$ cat src/rtl/sit_pkg.sv
package sit_pkg;

    typedef enum logic [1:0] {
        SIT_IDLE = 2'd0,
        SIT_RUN  = 2'd1,
        SIT_DONE = 2'd2
    } sit_state_e;

endpackage

$ cat src/rtl/sit_prescaler.sv
module sit_prescaler #(
    parameter int DIV = 125_000_000
) (
    input  logic clk,
    input  logic rst_n,
    input  logic restart_i,
    output logic tick_o
);
    localparam int PW = (DIV > 1) ? $clog2(DIV) : 1;
    localparam logic [PW-1:0] LAST = PW'(DIV - 1);

    typedef struct packed {
        logic [PW-1:0] cnt;
    } pre_s;

    pre_s pre_d, pre_q;

    always_comb begin
        pre_d = pre_q;
        if (restart_i || pre_q.cnt == LAST) begin
            pre_d.cnt = '0;
        end else begin
            pre_d.cnt = pre_q.cnt + PW'(1);
        end
    end

    always_ff @(posedge clk or negedge rst_n) begin
        if (!rst_n) begin
            pre_q <= '0;
        end else begin
            pre_q <= pre_d;
        end
    end

    assign tick_o = (pre_q.cnt == LAST);

endmodule

$ cat src/rtl/sit_interval_cnt.sv
module sit_interval_cnt
    import sit_pkg::*;
#(
    parameter int DW = 4
) (
    input  logic          clk,
    input  logic          rst_n,
    input  logic          load_i,
    input  logic [DW-1:0] dur_i,
    input  logic          tick_i,
    output logic          expired_o
);
    typedef struct packed {
        sit_state_e    st;
        logic [DW-1:0] left;
    } ivl_s;

    ivl_s ivl_d, ivl_q;
    logic [DW:0] dec_w;

    assign dec_w = {1'b0, ivl_q.left} - (DW+1)'(1);

    always_comb begin
        ivl_d = ivl_q;
        if (load_i) begin
            ivl_d.st   = SIT_RUN;
            ivl_d.left = (dur_i == '0) ? '0 : dur_i - DW'(1);
        end else if (ivl_q.st == SIT_RUN && tick_i) begin
            if (dec_w[DW]) begin
                ivl_d.st   = SIT_DONE;
                ivl_d.left = '0;
            end else begin
                ivl_d.left = dec_w[DW-1:0];
            end
        end
    end

    always_ff @(posedge clk or negedge rst_n) begin
        if (!rst_n) begin
            ivl_q.st   <= SIT_IDLE;
            ivl_q.left <= '0;
        end else begin
            ivl_q <= ivl_d;
        end
    end

    assign expired_o = (ivl_q.st == SIT_DONE);

endmodule

$ cat src/rtl/sec_interval_timer.sv
module sec_interval_timer #(
    parameter int CLKS_PER_SEC = 125_000_000,
    parameter int DUR_W        = 4
) (
    input  logic             clk,
    input  logic             rst_n,
    input  logic             start_i,
    input  logic [DUR_W-1:0] dur_i,
    output logic             expired_o,
    output logic             tick_o
);
    logic sec_tick;

    sit_prescaler #(
        .DIV(CLKS_PER_SEC)
    ) u_pre (
        .clk      (clk),
        .rst_n    (rst_n),
        .restart_i(start_i),
        .tick_o   (sec_tick)
    );

    sit_interval_cnt #(
        .DW(DUR_W)
    ) u_ivl (
        .clk      (clk),
        .rst_n    (rst_n),
        .load_i   (start_i),
        .dur_i    (dur_i),
        .tick_i   (sec_tick),
        .expired_o(expired_o)
    );

    assign tick_o = sec_tick;

endmodule

$ cat config.mk
export PLATFORM = sky130hd
export DESIGN_NAME = sec_interval_timer
export DESIGN_NICKNAME = d
export VERILOG_FILES = /design/src/rtl/sit_pkg.sv /design/src/rtl/sit_prescaler.sv /design/src/rtl/sit_interval_cnt.sv /design/src/rtl/sec_interval_timer.sv
export SDC_FILE = /design/constraint.sdc
export NUM_CORES = 1
export LEC_CHECK = 0
export BUFFER_PORTS_ARGS = -buffer_cell sky130_fd_sc_hd__buf_2
export CAP_MARGIN = 20
export CORE_ASPECT_RATIO = 1.2
export CORE_MARGIN = 1.5
export CORE_UTILIZATION = 40
export CTS_CLUSTER_SIZE = 8
export DETAILED_ROUTE_END_ITERATION = 8
export PLACE_DENSITY = 0.65
export SLEW_MARGIN = 20
export SYNTH_ARGS = -nofsm -noshare
export SYNTH_HDL_FRONTEND = slang
export SYNTH_SLANG_ARGS = --single-unit
$ cat constraint.sdc
create_clock -name clk -period 6.15 [get_ports clk]
set_input_delay 1.23 -clock clk [delete_from_list [all_inputs] [get_ports clk]]
set_output_delay 1.23 -clock clk [all_outputs]
set_load 0.01 [all_outputs]
==> results of run 1 <==
cells by family after synthesis:
family          after synthesis  synth area share
compound gates               47             0.160
xor+xnor                      9            0.0413
fa+ha+maj                     2            0.0131
buf+inv                      14            0.0341
flops                        33             0.432
mux                           3            0.0164
simple gates                101             0.303
cell type report:
cell class / count / area share
sequential: 33 / 0.400
timing repair buffer: 8 / 0.0194
inverter: 6 / 0.0109
tap: 58 / 0.0351
clock buffer: 7 / 0.0418
multi-input combinational: 162 / 0.493
where the power goes:
group	internal, mW	switching [mW]	total [mW]
logic	0.0239	0.0272	0.0511
clock network	0.0887	0.0769	0.166
registers	0.228	0.0125	0.241
flip-flops by register name (all words and copies together) (netlist names):
register,count
u_ivl.ivl_q,6
u_pre.pre_q,27
worst paths after layout:
kind / from / endpoint / slack [ps] / cells after the start
worst max-delay path: u_pre.pre_q[6] / tick_o / 2530 / 4
worst min-delay path: u_ivl.ivl_q[1] / u_ivl.ivl_q[1] / 550 / 2
worst max register to register: u_pre.pre_q[6] / u_pre.pre_q[25] / 3320 / 4
worst min register to register: u_ivl.ivl_q[1] / u_ivl.ivl_q[1] / 550 / 2
max in group asynchronous: rst_n / u_pre.pre_q[16] / 4650 / 1
min in group asynchronous: rst_n / u_pre.pre_q[18] / 1010 / 1
through the flow:
step | power (mW) | instance area, µm² | setup WS, ps
after floorplan | 0.279 | 1910 | 3100
after global placement | 0.295 | 1980 | 2850
after detailed placement | 0.296 | 1980 | 2850
after CTS | 0.463 | 2070 | 2520
after global routing | 0.481 | 2070 | 2400
final | 0.457 | 2070 | 2530
per-layer routing:
layer	track usage	share of wire	up-vias
li1	-	-	807
met1	0.222	0.45	786
met2	0.285	0.49	35
met3	0.0510	0.037	11
met4	0.0735	0.028	0
met5	0	0	-
cell usage in the layout, fill, tap and decap left out, types with 2 or more instances in the layout:
cell type  netlist  routed
a21oi_1         16      16
a31oi_1          3       3
and3_1           4       4
and4_1           5       5
buf_2            1       8
clkbuf_8         0       6
dfrtp_1         33      33
ha_1             2       2
inv_1            6       6
mux2i_1          2       2
nand2_1         15      15
nand3_1         13      13
nand4_1          8       8
nor2_1          14      14
nor2b_1          2       2
nor3_1           6       6
nor4_1           4       4
o211ai_1         4       4
o21ai_0         12      12
o31ai_1          3       3
or2_2            2       2
or3_1           12      12
or4_1            9       9
xnor2_1          4       4
xor2_1           5       5
worst max-delay path, stage by stage, from the launching register on:
cell	delay [ps]
dfrtp_1	450
or4bb_1	530
or4_1	720
nor3_2	230
buf_2	170
==> metrics, run 1 <==
status=finished clean; # fillers=464; dpl cells=267; Crit path required time=4920 ps; CTS clk-pin slew, worst paths=60 ps; P_leak=0.790 nW; vias post-DR=~1.6k; Synth async-reset ratio=1.00; peak supply drop=0.178 mV; Routed Antenna Nets=0; fmax=276 MHz; crit start category=flip-flop; Post-synth EDFFs=0; HP Class=flip-flop to flip-flop; post-layout util=0.450; Root Driver=clkbuf_8; antenna fix cells=0; Placer Congestion=roughly 0.8; Worst slew margin=0.414; Max FO, Critical Path=8; Worst-Margin Slew=879 ps; Post-CTS Hold Buffers=0; Sequential Area=826 µm²; Clock Skew=slightly above 2 ps; hpwl dp=2970 µm; leading cell type by number of instances after synthesis=dfrtp_1; Syn Area/Cell=between 9 and 10 µm²; Max Cap Viol=0; WL/cell=15.6 µm; drt via density=5.98; die span in y=78.7 µm; initial antenna violation count=0; Cells after Synth=209; nets=225; Residual DRC=0; core box area=4590 µm²; first-pass GRT wire length=about 7000 µm; Overflow after GRT=0; H-tree Lvls=2; initial drt markers=~140; initial core utilization=0.416; Critical Path End Type=output pin; Ys Warns=0; Unique masters post-synth=44; layout overhead on the synthesized area=8.19%; largest net degree at the start of global routing=34; CP arrival=2390 ps; site row count=27; #FFs+latches synth=33; Die X=66.1 µm; final hold slack=around 550 ps; I/O Buffers=8; crit path time final=3620 ps; Hold Violations, Final=0; Seq/Total Area, Yosys=0.432; GRT Total Usage=0.178; area of the multi-input gates=1020 µm²; top cells by area, synth=dfrtp_1 (43%), a21oi_1 (4.2%), or3_1 (3.9%); Pins Over Slew Limit=0; share of the synthesized area in the top cell type=0.432; power density over cell area=between 200 and 250 nW/µm²; Clock Sinks=33; Syn Nets=218; Setup CP Type=flip-flop to output pin; first drt pass iteration count=4; final cycle utilization of the critical path=0.589; Synth Flop Type=dfrtp_1; die area=5200 µm²; dominant cell type by area after synthesis=dfrtp_1; IO Pins=9; vias in the first global route=1472; Clock Path Buffers=2; total negative slack=0 ps; synthesized cell area=about 1900 µm²; post-cts sizing count=0; clock buffer count from CTS=5; commonest cells in the netlist=dfrtp_1 (33), a21oi_1 (16), nand2_1 (15), nor2_1 (14), nand3_1 (13); post-route insts no fill=274; WL final=4290 µm; post-CTS setup buffers=0; RSZ-0062 raised after global routing=no; clk_lat worst skew=280 ps; share of cells above drive strength 1=0.0926; final setup vio count=0; CTS tree=yes
Power figures use the tool's default switching activity.
==> run 2: changes to the inputs <==
--- a/config.mk
+++ b/config.mk
@@ -12,7 +12,7 @@
 export CORE_UTILIZATION = 40
 export CTS_CLUSTER_SIZE = 8
 export DETAILED_ROUTE_END_ITERATION = 8
-export PLACE_DENSITY = 0.65
+export PLACE_DENSITY = 0.67
 export SLEW_MARGIN = 20
 export SYNTH_ARGS = -nofsm -noshare
 export SYNTH_HDL_FRONTEND = slang
==> constraint.sdc (replaced) <==
create_clock -name clk -period 3.2 [get_ports clk]
set_input_delay 0.64 -clock clk [delete_from_list [all_inputs] [get_ports clk]]
set_output_delay 0.64 -clock clk [all_outputs]
set_load 0.01 [all_outputs]
==> metrics, run 2 (synthesis gave the netlist of run 1 again) <==
Residual DRC=0; Placer Congestion=between 0.8 and 0.9; Die X=about 66 µm; CP Launch Point=u_pre.pre_q[6]; post-layout util=0.456; Worst slew margin=0.500; core box area=4590 µm²; Reg2Reg Setup Slack=720 ps; crit-path cells=or4bb_1 -> or4_1 -> nor3_2 -> buf_2; vias post-DR=1688; CTS clk-pin slew, worst paths=70 ps; Clock Sinks=33; Top delay family on crit path=simple AND/OR/NAND/NOR gates; CP arrival=2380 ps; vias in the first global route=1634; Max Cap Viol=0; site row count=27; largest net degree at the start of global routing=34; Place WS=a little under 500 ps; WL/cell=15.7 µm; antenna fix cells=0; setup ws final=178 ps; Design Area, Final=between 2000 and 2500 µm²; Routed Antenna Nets=0; die area=5200 µm²; hpwl dp=3080 µm; CTS tree=yes; Bufs and invs on worst path=1; Crit path largest cell delay=720 ps; WL final=approximately 4300 µm; post-route insts no fill=277; first drt pass iteration count=5; Clock power frac=0.382; worst r2r src=u_pre.pre_q[6]; drt via density=6.09; Crit-path slowest cell=or4_1; Max FO, Critical Path=8; final cycle utilization of the critical path=0.944; Setup CP Type=flip-flop to output pin; nets=227; initial core utilization=0.416; Post-CTS Hold Buffers=0; clk_lat worst skew=slightly below 300 ps; first-pass GRT wire length=7580 µm; post-CTS setup buffers=0; Overflow after GRT=0; DP Area=2000 µm²; GRT Total Usage=0.188; Sw Pwr=228 µW; crit path time final=3020 ps; RSZ-0062 raised after global routing=no; max reg flops=27; dpl cells=269; Clock Skew=~2.6 ps; P_leak=0.809 nW; post-cts sizing count=0; switch share=0.252; Root Driver=clkbuf_8; Worst-Margin Slew=750 ps; layout overhead on the synthesized area=9.76%; top flop regs=u_pre.pre_q: 27 flops, u_ivl.ivl_q: 6 flops; die span in y=78.7 µm; peak supply drop=0.215 mV; initial drt markers=slightly above 90; share of cells above drive strength 1=0.110; Pins Over Slew Limit=0; clock buffer count from CTS=5; H-tree Lvls=2; crit start category=flip-flop; total negative slack=0 ps; initial antenna violation count=0; Critical Path End Type=output pin; I/O Buffers=8; HP Class=input port to asynchronous set/reset pin; Logic pwr share=0.109; Hold Violations, Final=0; fmax=roughly 330 MHz; internal power=679 µW; most common cell after layout, fill and taps aside=dfrtp_1; Crit path required time=2560 ps; final setup vio count=0; Clock Path Buffers=2; most flop-heavy register=u_pre.pre_q; sequential share of power=0.509; highest-count cells in the layout ignoring fill and taps=dfrtp_1 (33), a21oi_1 (16), nand2_1 (15); status=finished clean; power density over cell area=433 nW/µm²; IO Pins=9
==> run 2: cell types whose count changed in the layout (fill, tap and decap cells not counted), sizes merged <==
cell    change
buf         +2
clkinv      +1
==> run 2: worst paths after layout <==
| path | to | cells after the start |
|---|---|---|
| worst max-delay path | tick_o | 4 |
| worst min-delay path | u_pre.pre_q[21] | 1 |
| worst max register to register | u_pre.pre_q[25] | 5 |
| worst min register to register | u_ivl.ivl_q[1] | 2 |
| max in group asynchronous | u_pre.pre_q[13] | 1 |
| min in group clk | u_ivl.ivl_q[1] | 2 |
==> run 2: power groups by stage <==
stage	registers [mW]	clock network, mW	logic (mW)
2_1_floorplan	0.463	0	0.0736
3_3_place_gp	0.469	0	0.0982
3_5_place_dp	0.470	0	0.101
4_1_cts	0.462	0.358	0.101
5_1_grt	0.465	0.379	0.114
6_report	0.462	0.347	0.0985
==> run 2: layout make-up <==
cell class	instances	area (µm²)
Clock buffer	7	96.3
Clock inverter	1	5.00
Fill cell	474	2500
Inverter	6	22.5
Multi-Input combinational cell	162	1020
Sequential cell	33	826
Tap cell	58	72.6
Timing Repair Buffer	10	55.1
==> run 2: through the flow <==
stage | total power, mW | hold slack, ps
2_1_floorplan | 0.536 | 344
3_3_place_gp | 0.567 | 531
3_5_place_dp | 0.570 | 542
4_1_cts | 0.921 | 446
5_1_grt | 0.958 | 476
6_report | 0.907 | 419
==> run 2: routing by layer <==
layer  wire [µm]  track usage
met1        1880        0.241
met2        2130        0.293
met3         208       0.0524
met4         125       0.0857
met5           0            0
==> run 3: changes to the inputs <==
--- a/config.mk
+++ b/config.mk
@@ -13,6 +13,7 @@
 export CTS_CLUSTER_SIZE = 8
 export DETAILED_ROUTE_END_ITERATION = 8
 export PLACE_DENSITY = 0.67
+export REMOVE_ABC_BUFFERS = 1
 export SLEW_MARGIN = 20
 export SYNTH_ARGS = -nofsm -noshare
 export SYNTH_HDL_FRONTEND = slang
==> metrics, run 3 (synthesis gave the netlist of run 1 again) <==
status=finished clean; Critical Path End Type=output pin; fmax=331 MHz; Max Cap Viol=0; Clock Path Buffers=2; largest net degree at the start of global routing=34; P_leak=slightly above 0.8 nW; antenna fix cells=0; dpl cells=269; hpwl dp=~3100 µm; Clock Skew=5.64 ps; CP arrival=roughly 2400 ps; crit start category=flip-flop; CTS clk-pin slew, worst paths=approximately 70 ps; final cycle utilization of the critical path=0.943; layout overhead on the synthesized area=9.76%; crit path time final=3020 ps; share of cells above drive strength 1=0.110; HP Class=input port to asynchronous set/reset pin; highest-count cells in the layout ignoring fill and taps=dfrtp_1 (33), a21oi_1 (16), nand2_1 (15); post-cts sizing count=0; IO Pins=9; post-route insts no fill=277; Post-CTS Hold Buffers=0; total negative slack=0 ps; crit-path cells=or4bb_1 -> or4_1 -> nor3_2 -> buf_2; nets=227; Worst slew margin=0.501; initial core utilization=0.416; post-layout util=0.456; max reg flops=27; initial antenna violation count=0; RSZ-0062 raised after global routing=no; power density over cell area=437 nW/µm²; Die X=66.1 µm; I/O Buffers=8; Overflow after GRT=0; initial drt markers=63; vias in the first global route=1591; Hold Violations, Final=0; Max FO, Critical Path=8; vias post-DR=1663; die area=5200 µm²; most common cell after layout, fill and taps aside=dfrtp_1; WL final=4270 µm; DP Area=2000 µm²; first drt pass iteration count=4; final setup vio count=0; most flop-heavy register=u_pre.pre_q; clock buffer count from CTS=5; Placer Congestion=0.905; Pwr Total=916 µW; Routed Antenna Nets=0; Clock Sinks=33; CTS tree=yes; Residual DRC=0; clk_lat worst skew=between 200 and 300 ps; die span in y=between 70 and 80 µm; core box area=4590 µm²; post-CTS setup buffers=0; top flop regs=u_pre.pre_q: 27 flops, u_ivl.ivl_q: 6 flops; site row count=27; Pins Over Slew Limit=0; H-tree Lvls=2; GRT Total Usage=0.183; Root Driver=clkbuf_8; Worst-Margin Slew=749 ps; WL/cell=15.4 µm; Crit path required time=2560 ps; Crit path largest cell delay=720 ps; drt via density=6.00; Design Area, Final=2100 µm²; first-pass GRT wire length=approximately 7400 µm; Setup CP Type=flip-flop to output pin; Crit-path slowest cell=or4_1; peak supply drop=0.273 mV
## run 3: cell counts in the layout (fill, tap and decap cells not counted)
No cell type changed its count.
## run 3: routing by layer
metal  GRT usage  share of wire
met3      0.0467          0.040
met4      0.0837          0.012
met2       0.289           0.51
met1       0.234           0.44
met5           0              0
## run 3: report_power, final
| group | total [mW] | internal, mW | switching [mW] |
|---|---|---|---|
| sequential | 0.461 | 0.438 | 0.0233 |
| combinational | 0.101 | 0.0477 | 0.0535 |
| clock | 0.353 | 0.195 | 0.158 |
## run 3: worst paths after layout
path	cells after the start	start	slack, ps	end
min reg2reg	1	u_pre.pre_q[0]	540	u_pre.pre_q[0]
min in group clk	1	u_pre.pre_q[0]	540	u_pre.pre_q[0]
max	4	u_pre.pre_q[6]	180	tick_o
max reg2reg	5	u_pre.pre_q[6]	480	u_pre.pre_q[5]
max in group asynchronous	1	rst_n	2300	u_ivl.ivl_q[5]
min	1	rst_n	420	u_pre.pre_q[11]
## run 3: final cells by class
type,count,area (µm²)
fillers,490,2500
multi-input cells,162,1020
flip-flops and latches,33,826
clock buffers,7,96.3
well taps,58,72.6
repair buffers,10,55.1
inverters,6,22.5
clock inverters,1,5.00
## run 3: stage by stage
stage                     hold WS [ps]  setup slack (ps)
after global routing               487              50.8
after global placement             532               511
final                              422               181
after CTS                          441               179
after detailed placement           541               473
after floorplan                    344               703
## run 3: worst max-delay path, delay by kind of cell, from the launching register on
family | cells | cell delay, ps
buffers and inverters | 1 | 170
DFF | 1 | 460
and+or+nand+nor | 3 | 1470
